## src/rtl/snoop_pkg.sv

```systemverilog
package snoop_pkg;

    typedef enum logic [2:0] {
        ST_CHECK = 3'd0,
        ST_ADDR  = 3'd1,
        ST_DUMMY = 3'd2,
        ST_DATA  = 3'd3,
        ST_PASS  = 3'd4
    } snoop_state_t;

    // lane code: width = 1 << code
    typedef enum logic [1:0] {
        LN_X1 = 2'd0,
        LN_X2 = 2'd1,
        LN_X4 = 2'd2
    } lane_t;

    function automatic lane_t lane_of_code(input logic [1:0] code);
        unique case (code)
            2'd1:    return LN_X2;
            2'd2:    return LN_X4;
            default: return LN_X1;
        endcase
    endfunction

endpackage

```

## src/rtl/snoop_phase_fsm.sv

```systemverilog
module snoop_phase_fsm
    import snoop_pkg::*;
#(
    parameter int ADDR_SHORT = 3,
    parameter int ADDR_LONG  = 4,
    parameter int DUMMY_W    = 4
) (
    input  logic               clk,
    input  logic               rst_n,
    input  logic               cs_assert,
    input  logic               accept,
    input  logic               ext_addr,
    input  logic               dec_known,
    input  logic [DUMMY_W-1:0] dec_dummies,
    input  logic [1:0]         dec_lanes,
    output snoop_state_t       state_o,
    output lane_t              lane_o
);

    localparam int AC_W = $clog2(ADDR_LONG) + 1;
    localparam int SW_W = $clog2(ADDR_LONG + (1 << DUMMY_W)) + 1;

    snoop_state_t       state_q, state_d;
    lane_t              lane_q, lane_d;
    lane_t              next_q, next_d;
    logic [SW_W-1:0]    sw_q, sw_d;
    logic [AC_W-1:0]    al_q, al_d;
    logic [DUMMY_W-1:0] dl_q, dl_d;

    logic [AC_W-1:0]    alen;
    lane_t              cmd_lane;

    assign alen     = ext_addr ? AC_W'(ADDR_LONG) : AC_W'(ADDR_SHORT);
    assign cmd_lane = lane_of_code(dec_lanes);

    // next-state process
    always_comb begin
        state_d = state_q;
        lane_d  = lane_q;
        next_d  = next_q;
        sw_d    = sw_q;
        al_d    = al_q;
        dl_d    = dl_q;
        if (accept) begin
            if (sw_q != '0) begin
                sw_d = sw_q - 1'b1;
                if (sw_q == SW_W'(1)) begin
                    lane_d = next_q;
                end
            end
            unique case (state_q)
                ST_CHECK: begin
                    if (!dec_known) begin
                        state_d = ST_PASS;
                    end else begin
                        state_d = ST_ADDR;
                        al_d    = alen - 1'b1;
                        dl_d    = dec_dummies;
                        if (cmd_lane != LN_X1) begin
                            next_d = cmd_lane;
                            sw_d   = SW_W'(alen) + SW_W'(dec_dummies);
                        end
                    end
                end
                ST_ADDR: begin
                    if (al_q == '0) begin
                        state_d = (dl_q == '0) ? ST_DATA : ST_DUMMY;
                    end else begin
                        al_d = al_q - 1'b1;
                    end
                end
                ST_DUMMY: begin
                    dl_d = dl_q - 1'b1;
                    if (dl_q == DUMMY_W'(1)) begin
                        state_d = ST_DATA;
                    end
                end
                ST_DATA, ST_PASS: begin
                    state_d = state_q;
                end
                default: state_d = ST_CHECK;
            endcase
        end
    end

    // state register process
    always_ff @(posedge clk or negedge rst_n) begin
        if (!rst_n) begin
            state_q <= ST_CHECK;
            lane_q  <= LN_X1;
            next_q  <= LN_X1;
            sw_q    <= '0;
            al_q    <= '0;
            dl_q    <= '0;
        end else if (cs_assert) begin
            state_q <= ST_CHECK;
            lane_q  <= LN_X1;
            next_q  <= LN_X1;
            sw_q    <= '0;
            al_q    <= '0;
            dl_q    <= '0;
        end else begin
            state_q <= state_d;
            lane_q  <= lane_d;
            next_q  <= next_d;
            sw_q    <= sw_d;
            al_q    <= al_d;
            dl_q    <= dl_d;
        end
    end

    assign state_o = state_q;
    assign lane_o  = lane_q;

endmodule

```

## src/rtl/rx_discard_ctl.sv

```systemverilog
module rx_discard_ctl
    import snoop_pkg::*;
#(
    parameter int DISC_W = 7
) (
    input  logic              clk,
    input  logic              rst_n,
    input  logic              cs_assert,
    input  logic              accept,
    input  logic [DISC_W-1:0] discard_init,
    input  logic              rx_drain,
    input  logic              rx_full,
    input  lane_t             lane,
    output logic              rx_keep,
    output logic              rx_overflow
);

    logic [DISC_W-1:0] cnt_q;
    logic [DISC_W-1:0] step;
    logic              counting;

    assign step     = DISC_W'(4'd8 >> lane);
    assign counting = (cnt_q != '0);

    always_ff @(posedge clk or negedge rst_n) begin
        if (!rst_n) begin
            cnt_q <= '0;
        end else if (cs_assert) begin
            cnt_q <= discard_init;
        end else if (accept && !rx_drain && counting) begin
            cnt_q <= (cnt_q > step) ? cnt_q - step : '0;
        end
    end

    assign rx_keep     = accept && !rx_drain && !counting && !rx_full;
    assign rx_overflow = accept && !rx_drain && !counting &&  rx_full;

endmodule

```

## src/rtl/lane_interleave.sv

```systemverilog
module lane_interleave #(
    parameter int NB      = 2,
    parameter bit REVERSE = 1'b0
) (
    input  logic [NB*8-1:0] din,
    output logic [NB*8-1:0] dout
);

    localparam int NBITS = NB * 8;

    // stream bit k: source byte k/8, bit 7-k%8 -> bus k%NB, bit 7-k/NB
    for (genvar k = 0; k < NBITS; k++) begin : g_bit
        localparam int SRC = (k / 8) * 8 + (7 - (k % 8));
        localparam int DST = (k % NB) * 8 + (7 - (k / NB));
        if (REVERSE) begin : g_rev
            assign dout[SRC] = din[DST];
        end else begin : g_fwd
            assign dout[DST] = din[SRC];
        end
    end

endmodule

```

## src/rtl/flash_cmd_snoop.sv

```systemverilog
module flash_cmd_snoop
    import snoop_pkg::*;
#(
    parameter int ADDR_SHORT = 3,
    parameter int ADDR_LONG  = 4,
    parameter int DUMMY_W    = 4,
    parameter int DISC_W     = 7,
    parameter int NB         = 2
) (
    input  logic               clk,
    input  logic               rst_n,
    input  logic               cs_assert,
    input  logic               byte_valid,
    input  logic               ext_addr,
    input  logic               dec_known,
    input  logic [DUMMY_W-1:0] dec_dummies,
    input  logic [1:0]         dec_lanes,
    input  logic [DISC_W-1:0]  discard_init,
    input  logic               rx_drain,
    input  logic               rx_full,
    input  logic               stripe_en,
    input  logic [NB*8-1:0]    tx_pair_in,
    input  logic [NB*8-1:0]    rx_pair_in,
    output logic [2:0]         snoop_state,
    output logic [2:0]         lane_width,
    output logic               dummy_byte,
    output logic [3:0]         dummy_clocks,
    output logic               rx_keep,
    output logic               rx_overflow,
    output logic               stripe_active,
    output logic [NB*8-1:0]    tx_pair_out,
    output logic [NB*8-1:0]    rx_pair_out
);

    snoop_state_t    state;
    lane_t           lane;
    logic            accept;
    logic [NB*8-1:0] tx_ilv, rx_dil;

    assign accept = byte_valid && !cs_assert;

    snoop_phase_fsm #(
        .ADDR_SHORT (ADDR_SHORT),
        .ADDR_LONG  (ADDR_LONG),
        .DUMMY_W    (DUMMY_W)
    ) u_fsm (
        .clk         (clk),
        .rst_n       (rst_n),
        .cs_assert   (cs_assert),
        .accept      (accept),
        .ext_addr    (ext_addr),
        .dec_known   (dec_known),
        .dec_dummies (dec_dummies),
        .dec_lanes   (dec_lanes),
        .state_o     (state),
        .lane_o      (lane)
    );

    rx_discard_ctl #(
        .DISC_W (DISC_W)
    ) u_disc (
        .clk          (clk),
        .rst_n        (rst_n),
        .cs_assert    (cs_assert),
        .accept       (accept),
        .discard_init (discard_init),
        .rx_drain     (rx_drain),
        .rx_full      (rx_full),
        .lane         (lane),
        .rx_keep      (rx_keep),
        .rx_overflow  (rx_overflow)
    );

    lane_interleave #(.NB(NB), .REVERSE(1'b0)) u_tx_ilv (
        .din  (tx_pair_in),
        .dout (tx_ilv)
    );

    lane_interleave #(.NB(NB), .REVERSE(1'b1)) u_rx_dil (
        .din  (rx_pair_in),
        .dout (rx_dil)
    );

    // output process
    always_comb begin
        snoop_state   = state;
        lane_width    = 3'(3'd1 << lane);
        dummy_byte    = accept && (state == ST_DUMMY);
        dummy_clocks  = dummy_byte ? 4'(4'd8 >> lane) : 4'd0;
        stripe_active = stripe_en && (state == ST_DATA);
        tx_pair_out   = stripe_active ? tx_ilv : tx_pair_in;
        rx_pair_out   = stripe_active ? rx_dil : rx_pair_in;
    end

endmodule

```

## config.mk

```make
export PLATFORM = sky130hd
export DESIGN_NAME = flash_cmd_snoop
export DESIGN_NICKNAME = d
export VERILOG_FILES = /design/src/rtl/snoop_pkg.sv /design/src/rtl/snoop_phase_fsm.sv /design/src/rtl/rx_discard_ctl.sv /design/src/rtl/lane_interleave.sv /design/src/rtl/flash_cmd_snoop.sv
export SDC_FILE = /design/constraint.sdc
export NUM_CORES = 1
export LEC_CHECK = 0
export CAP_MARGIN = 5
export CORE_MARGIN = 5
export CORE_UTILIZATION = 30
export DETAILED_ROUTE_END_ITERATION = 10
export PLACE_DENSITY = 0.7
export SYNTH_ARGS = -nofsm -noshare
export SYNTH_HDL_FRONTEND = slang
export SYNTH_SLANG_ARGS = --single-unit
```

## constraint.sdc

```tcl
create_clock -name clk -period 5.3 [get_ports clk]
set_clock_uncertainty 0.15 [all_clocks]
set_input_delay 1.325 -clock clk [delete_from_list [all_inputs] [get_ports clk]]
set_output_delay 1.325 -clock clk [all_outputs]
set_load 0.02 [all_outputs]
```

Yosys cells after proc, flatten, opt, wreduce, memory -nomap -nowiden
Cells that the tools add are included.
Widths: inputs -> output; s select.
- bits in registers: 27
- input bits: 54
- output and inout bits: 46
- logic and storage cells: 102
- add/subtract/negate cells: 6
- magnitude comparators: 1
- equality and inequality tests: 13
- shift operators: 3
- multiplexer cells: 39
- reductions and logical operators: 33
- operators with widths (operator ; count):
    $mux 6 ; 6
    $mux 16 ; 2
    $mux 3 ; 10
    $mux 7 ; 3
    $mux 2 ; 9
    $mux 4 ; 4
    $reduce_bool 2->1 ; 8
    $pmux 3 s4 ; 1
    $reduce_and 4->1 ; 3
    $logic_and 1x1->1 ; 8
    $pmux 4 s2 ; 1
    $gt 7x7->1 ; 1
    $reduce_bool 7->1 ; 1
    $shr 4x2->7 const A ; 1
    $sub 7x7->7 ; 1
    $eq 3x2->1 const B ; 2
    $eq 6x1->1 const B ; 1
    $logic_not 3->1 ; 2
    $ne 3x2->1 const B ; 2
    $ne 3x3->1 const B ; 2
    $pmux 3 s2 ; 1
    $reduce_and 3->1 ; 2
    $reduce_bool 3->1 ; 2
    $reduce_bool 6->1 ; 1
    17 further kinds ; 21

Depth between registers and ports, before layout
- depth in word-level cells: 8
- mapped depth: 9
- gate-level depth less buffers: 9

Hierarchy
A second synthesis with hierarchy kept.
- cell total of the unflattened synthesis: 325
- area total of the unflattened synthesis: 3057.9 µm²
- modules (own cells, without submodules) (module ; instances ; cells an instance ; area an instance (µm²) ; seq. area each (µm²)):
    snoop_phase_fsm ; 1 ; 176 ; 1601.5 ; 500.5
    rx_discard_ctl ; 1 ; 69 ; 618.1 ; 175.2
    flash_cmd_snoop ; 1 ; 48 ; 598.1 ; 0.0
    lane_interleave ; 2 ; 16 ; 120.1 ; 0.0

Worst setup path before layout
Ideal clock, no wire load.
- path type: in2out
- start point: input port cs_assert
- end point: output port rx_keep
- data arrival time: 2.286 ns
- required time: 3.825 ns
- slack: 1.539 ns
- cell stages on the path: 3
- path buffers: 0
- cell sequence: nand2b_1 -> or4_1 -> nor2_1
- word-level cells in the longest chain between the ends: 5
- ends and longest elaborated chain (what ; RTL line ; source):
    start: declaration ; flash_cmd_snoop.sv:12 ; input logic cs_assert,
    $logic_not 1->1 ; flash_cmd_snoop.sv:40 ; assign accept = byte_valid && !cs_assert;
    $logic_and 1x1->1 ; flash_cmd_snoop.sv:40 ;
    $logic_and 1x1->1 (3 in a row) ; rx_discard_ctl.sv:35 ; assign rx_keep = accept && !rx_drain && !counting && !rx_full;
    end: declaration ; flash_cmd_snoop.sv:28 ; output logic rx_keep,
No other way between the ends.

Final worst setup path
- start point: input port byte_valid
- end point: output port dummy_clocks[3]
- word-level cells in the longest chain between the ends: 3
- ends and longest elaborated chain (what ; RTL line ; source):
    start: declaration ; flash_cmd_snoop.sv:13 ; input logic byte_valid,
    $logic_and 1x1->1 ; flash_cmd_snoop.sv:40 ;
    $logic_and 1x1->1 ; flash_cmd_snoop.sv:88 ; dummy_byte = accept && (state == ST_DUMMY);
    $mux 4 ; flash_cmd_snoop.sv:89 ; dummy_clocks = dummy_byte ? 4'(4'd8 >> lane) : 4'd0;
    end: declaration ; flash_cmd_snoop.sv:27 ; output logic [3:0] dummy_clocks,
No other way between the ends.

==> Implementation_results.wiki <==
{| class="wikitable"
! Metric !! Value
|-
| Clk Tree Root Cell || sky130_fd_sc_hd__clkbuf_8
|-
| Library cells used by synthesis || 53
|-
| Total number of placement rows || 32
|-
| Final worst-path cycle share || 89.60%
|-
| Wire length of the first global-routing pass || 11.61 mm
|-
| Clock-pin transition on the worst setup and hold timing paths || 0.09 ns
|-
| CTS sink cnt || 27
|-
| Aggregate global-route resource usage || 14.11%
|-
| Setup repair after global routing missed its margin || no
|-
| Routed wire per std cell || 15.25 um
|-
| Synthesis Warnings || 0
|-
| Number of iterations in the first detailed-routing pass || 4
|-
| Critical path arrival || 3.27 ns
|-
| Total length of routed wires || 7.183 mm
|-
| Final min period || 4.749 ns
|-
| XOR/XNOR Fraction of Synth Area || 2.526%
|-
| MaxCap Viol Count || 0
|-
| Vias in the first global route || 2,339
|-
| Max Fanout on Critical Path || 15
|-
| Top library cells by usage in the layout, fill and taps aside || sky130_fd_sc_hd__clkdlybuf4s50_1, sky130_fd_sc_hd__nand2_1, sky130_fd_sc_hd__mux2_2
|-
| CTS buffer count || 3
|-
| Initial core utilization || 31.09%
|-
| CP Class || input port to output port
|-
| Nets in the synthesized netlist || 355
|-
| Vias || 2,346
|-
| Commonest register cell after synthesis || sky130_fd_sc_hd__dfrtp_1
|-
| Post-synthesis cell type with the largest combined area || sky130_fd_sc_hd__dfrtp_1
|-
| Relative max-transition margin || 39.48%
|-
| DRC violation total after the first TritonRoute iteration || 92
|-
| Fraction of registers with async set or reset after synthesis || 100.0%
|-
| Count of buffers from port buffering || 91
|-
| CP Capture Type || output port
|-
| Die outline area || 9990 um2
|-
| Number of remaining DRC errors || 0
|-
| Number of synthesized flops with an enable pin || 0
|-
| Total count of max-transition violations in the final report || 0
|-
| Share of the synthesized area in compound gates (AO/OA/AOI/OAI) || 16.03%
|-
| X dimension of the die || 99.95 um
|-
| Power density of the placed cells || 209.0 nW/um2
|-
| Number of failing hold endpoints at the final stage || 0
|-
| Data required time of the worst path || 3.83 ns
|-
| Bufs on Longest Clock Path || 2
|-
| Cell area after synthesis || 2427 um2
|-
| Syn avg cell area || 8.577 um2
|-
| Number of top-level design ports || 100
|-
| Latest clock arrival within the worst-skew pair || 0.28 ns
|-
| Cell leakage power || 1.455 nW
|-
| Total setup violations reported at the end of the flow || 0
|-
| # hold bufs at CTS || 0
|-
| Multiplexer fraction of the synthesized cell area || 14.23%
|-
| Max IR drop VDD || 0.1391 mV
|-
| Upper clock frequency limit || 210.6 MHz
|-
| Grt ovf || 0
|-
| Startpoint Class || input port
|-
| Global placer's final weighted congestion || 0.8395
|-
| Largest net degree at the start of global routing || 38
|-
| Floorplan core area || 7807 um2
|-
| Number of nets in the finished design || 442
|-
| Detail Route Antenna Nets || 0
|-
| Number of buffers inserted by post-CTS setup repair || 0
|-
| Sequential area share after synthesis || 27.84%
|-
| Clock tree from TritonCTS || built
|-
| HP Class || flop to flop
|-
| Share of Yosys cell area claimed by the top area cell type || 27.84%
|-
| Layout-stage area growth over the synthesis result || 43.14%
|-
| Total of cells resized after clock tree synthesis || 0
|-
| Via density || 4.981
|-
| Run status || completed
|-
| Pin slew with the least headroom to its limit || 0.9001 ns
|-
| Final antenna diode count || 0
|-
| Sum Neg Setup Slack || 0 ns
|-
| Most common cell after layout, fill and taps aside || sky130_fd_sc_hd__clkdlybuf4s50_1
|-
| Number of instances in the synthesized netlist || 283
|-
| Die height || 99.95 um
|-
| Post-synthesis adder-cell area fraction || 9.897%
|-
| Ranking of synthesized cells by area || sky130_fd_sc_hd__dfrtp_1, sky130_fd_sc_hd__mux2_2, sky130_fd_sc_hd__ha_1
|-
| Largest family of logic cells by synthesized area || simple AND/OR/NAND/NOR gates
|-
| Initial antenna violation count || 0
|-
| Register-to-register path setup slack || 2.71 ns
|-
| Proportion of layout cells with a drive suffix above 1 || 12.20%
|-
| Yosys reg bits || 27
|-
| Post-DP HPWL || 5.792 mm
|-
| Synth Area in Simple Gates || 23.30%
|-
| Total number of H-tree levels || 1
|-
| Total Power || 726.1 uW
|}
[cells by family after synthesis]
| family | Yosys count |
|---|---|
| multiplexers | 31 |
| AND/OR/NAND/NOR | 109 |
| adder cells (fa/ha/maj) | 18 |
| flip-flops | 27 |
| buffers and inverters | 33 |
| XOR/XNOR | 7 |
| AO/OA/AOI/OAI | 58 |
[cell type report]
class                           instances  area [um2]
Fill cell                             775        4333
Multi-Input combinational cell        223        1602
Timing Repair Buffer                   97       955.9
Sequential cell                        27       675.6
Tap cell                              102       127.6
Inverter                               18       67.56
Clock buffer                            3       41.29
Clock inverter                          1       5.005
[Yosys cell counts (all sizes together) (2+ instances only)]
master,count
ha,16
a21boi,2
or4,2
xnor2,4
nor3b,4
nor3,12
clkbuf,7
mux2,28
dfrtp,27
or4b,2
inv,17
o31ai,5
fa,2
nand2,29
nor2b,5
a31oi,3
a211oi,2
o22ai,2
nand3,7
o221ai,6
or3,2
o21ai,10
xor2,3
a21oi,16
mux2i,3
or2,2
nand3b,3
a21o,2
nand2b,6
nor2,25
buf,8
nor4,4
a22oi,3
[report_power, final]
part           internal [mW]  switching [mW]  leakage [nW]  total (mW)
Sequential             0.235          0.0358         0.355       0.271
Combinational          0.165           0.168          1.07       0.333
Clock                 0.0529          0.0694        0.0255       0.122
[sequential cells by signal (all words and copies together), names as in the netlist]
register / cells
u_fsm.al_q: 3
u_fsm.sw_q: 6
u_fsm.dl_q: 4
u_fsm.lane_o: 2
u_fsm.next_q: 2
u_disc.cnt_q: 7
u_fsm.state_o: 3
[worst paths after layout]
check / start / to / cells past startpoint
worst max-delay path: byte_valid / dummy_clocks[3] / 7
worst min-delay path: u_fsm.dl_q[1] / u_fsm.dl_q[1] / 2
worst max register to register: u_fsm.lane_o[0] / u_disc.cnt_q[6] / 5
worst min register to register: u_fsm.dl_q[1] / u_fsm.dl_q[1] / 2
max in group asynchronous: rst_n / u_fsm.dl_q[1] / 2
min in group asynchronous: rst_n / u_fsm.sw_q[5] / 2
[metal layers]
metal  global-route usage, %  wire length, um  up-vias
met5                       0                0        -
met4                   1.996               61        0
met3                   2.849              260        4
met2                   24.88             3829       48
met1                   18.19             3032     1107
li1                        -                -     1187
[stage by stage]
stage               worst slack [ns]  instances  hold WS [ns]  area (um2)  util (%)
floorplan                      1.539        283        0.3221        2427         -
CTS                           0.5410        471        0.3766        3475     44.50
finish                        0.5514        471        0.3805        3475     44.50
global route                  0.4842        471        0.4143        3475     44.50
global placement              0.5559        467        0.3466        3428     43.91
detailed placement            0.5453        467        0.3499        3428     43.91
[worst max-delay path, stage by stage]
cell	delay (ns)
sky130_fd_sc_hd__clkdlybuf4s50_1	0.53
sky130_fd_sc_hd__buf_4	0.23
sky130_fd_sc_hd__clkinv_1	0.10
sky130_fd_sc_hd__nor2_1	0.18
sky130_fd_sc_hd__nand2_1	0.13
sky130_fd_sc_hd__nor2_1	0.15
sky130_fd_sc_hd__clkdlybuf4s50_1	0.62
No activity file was read; power rests on OpenSTA's default activity.
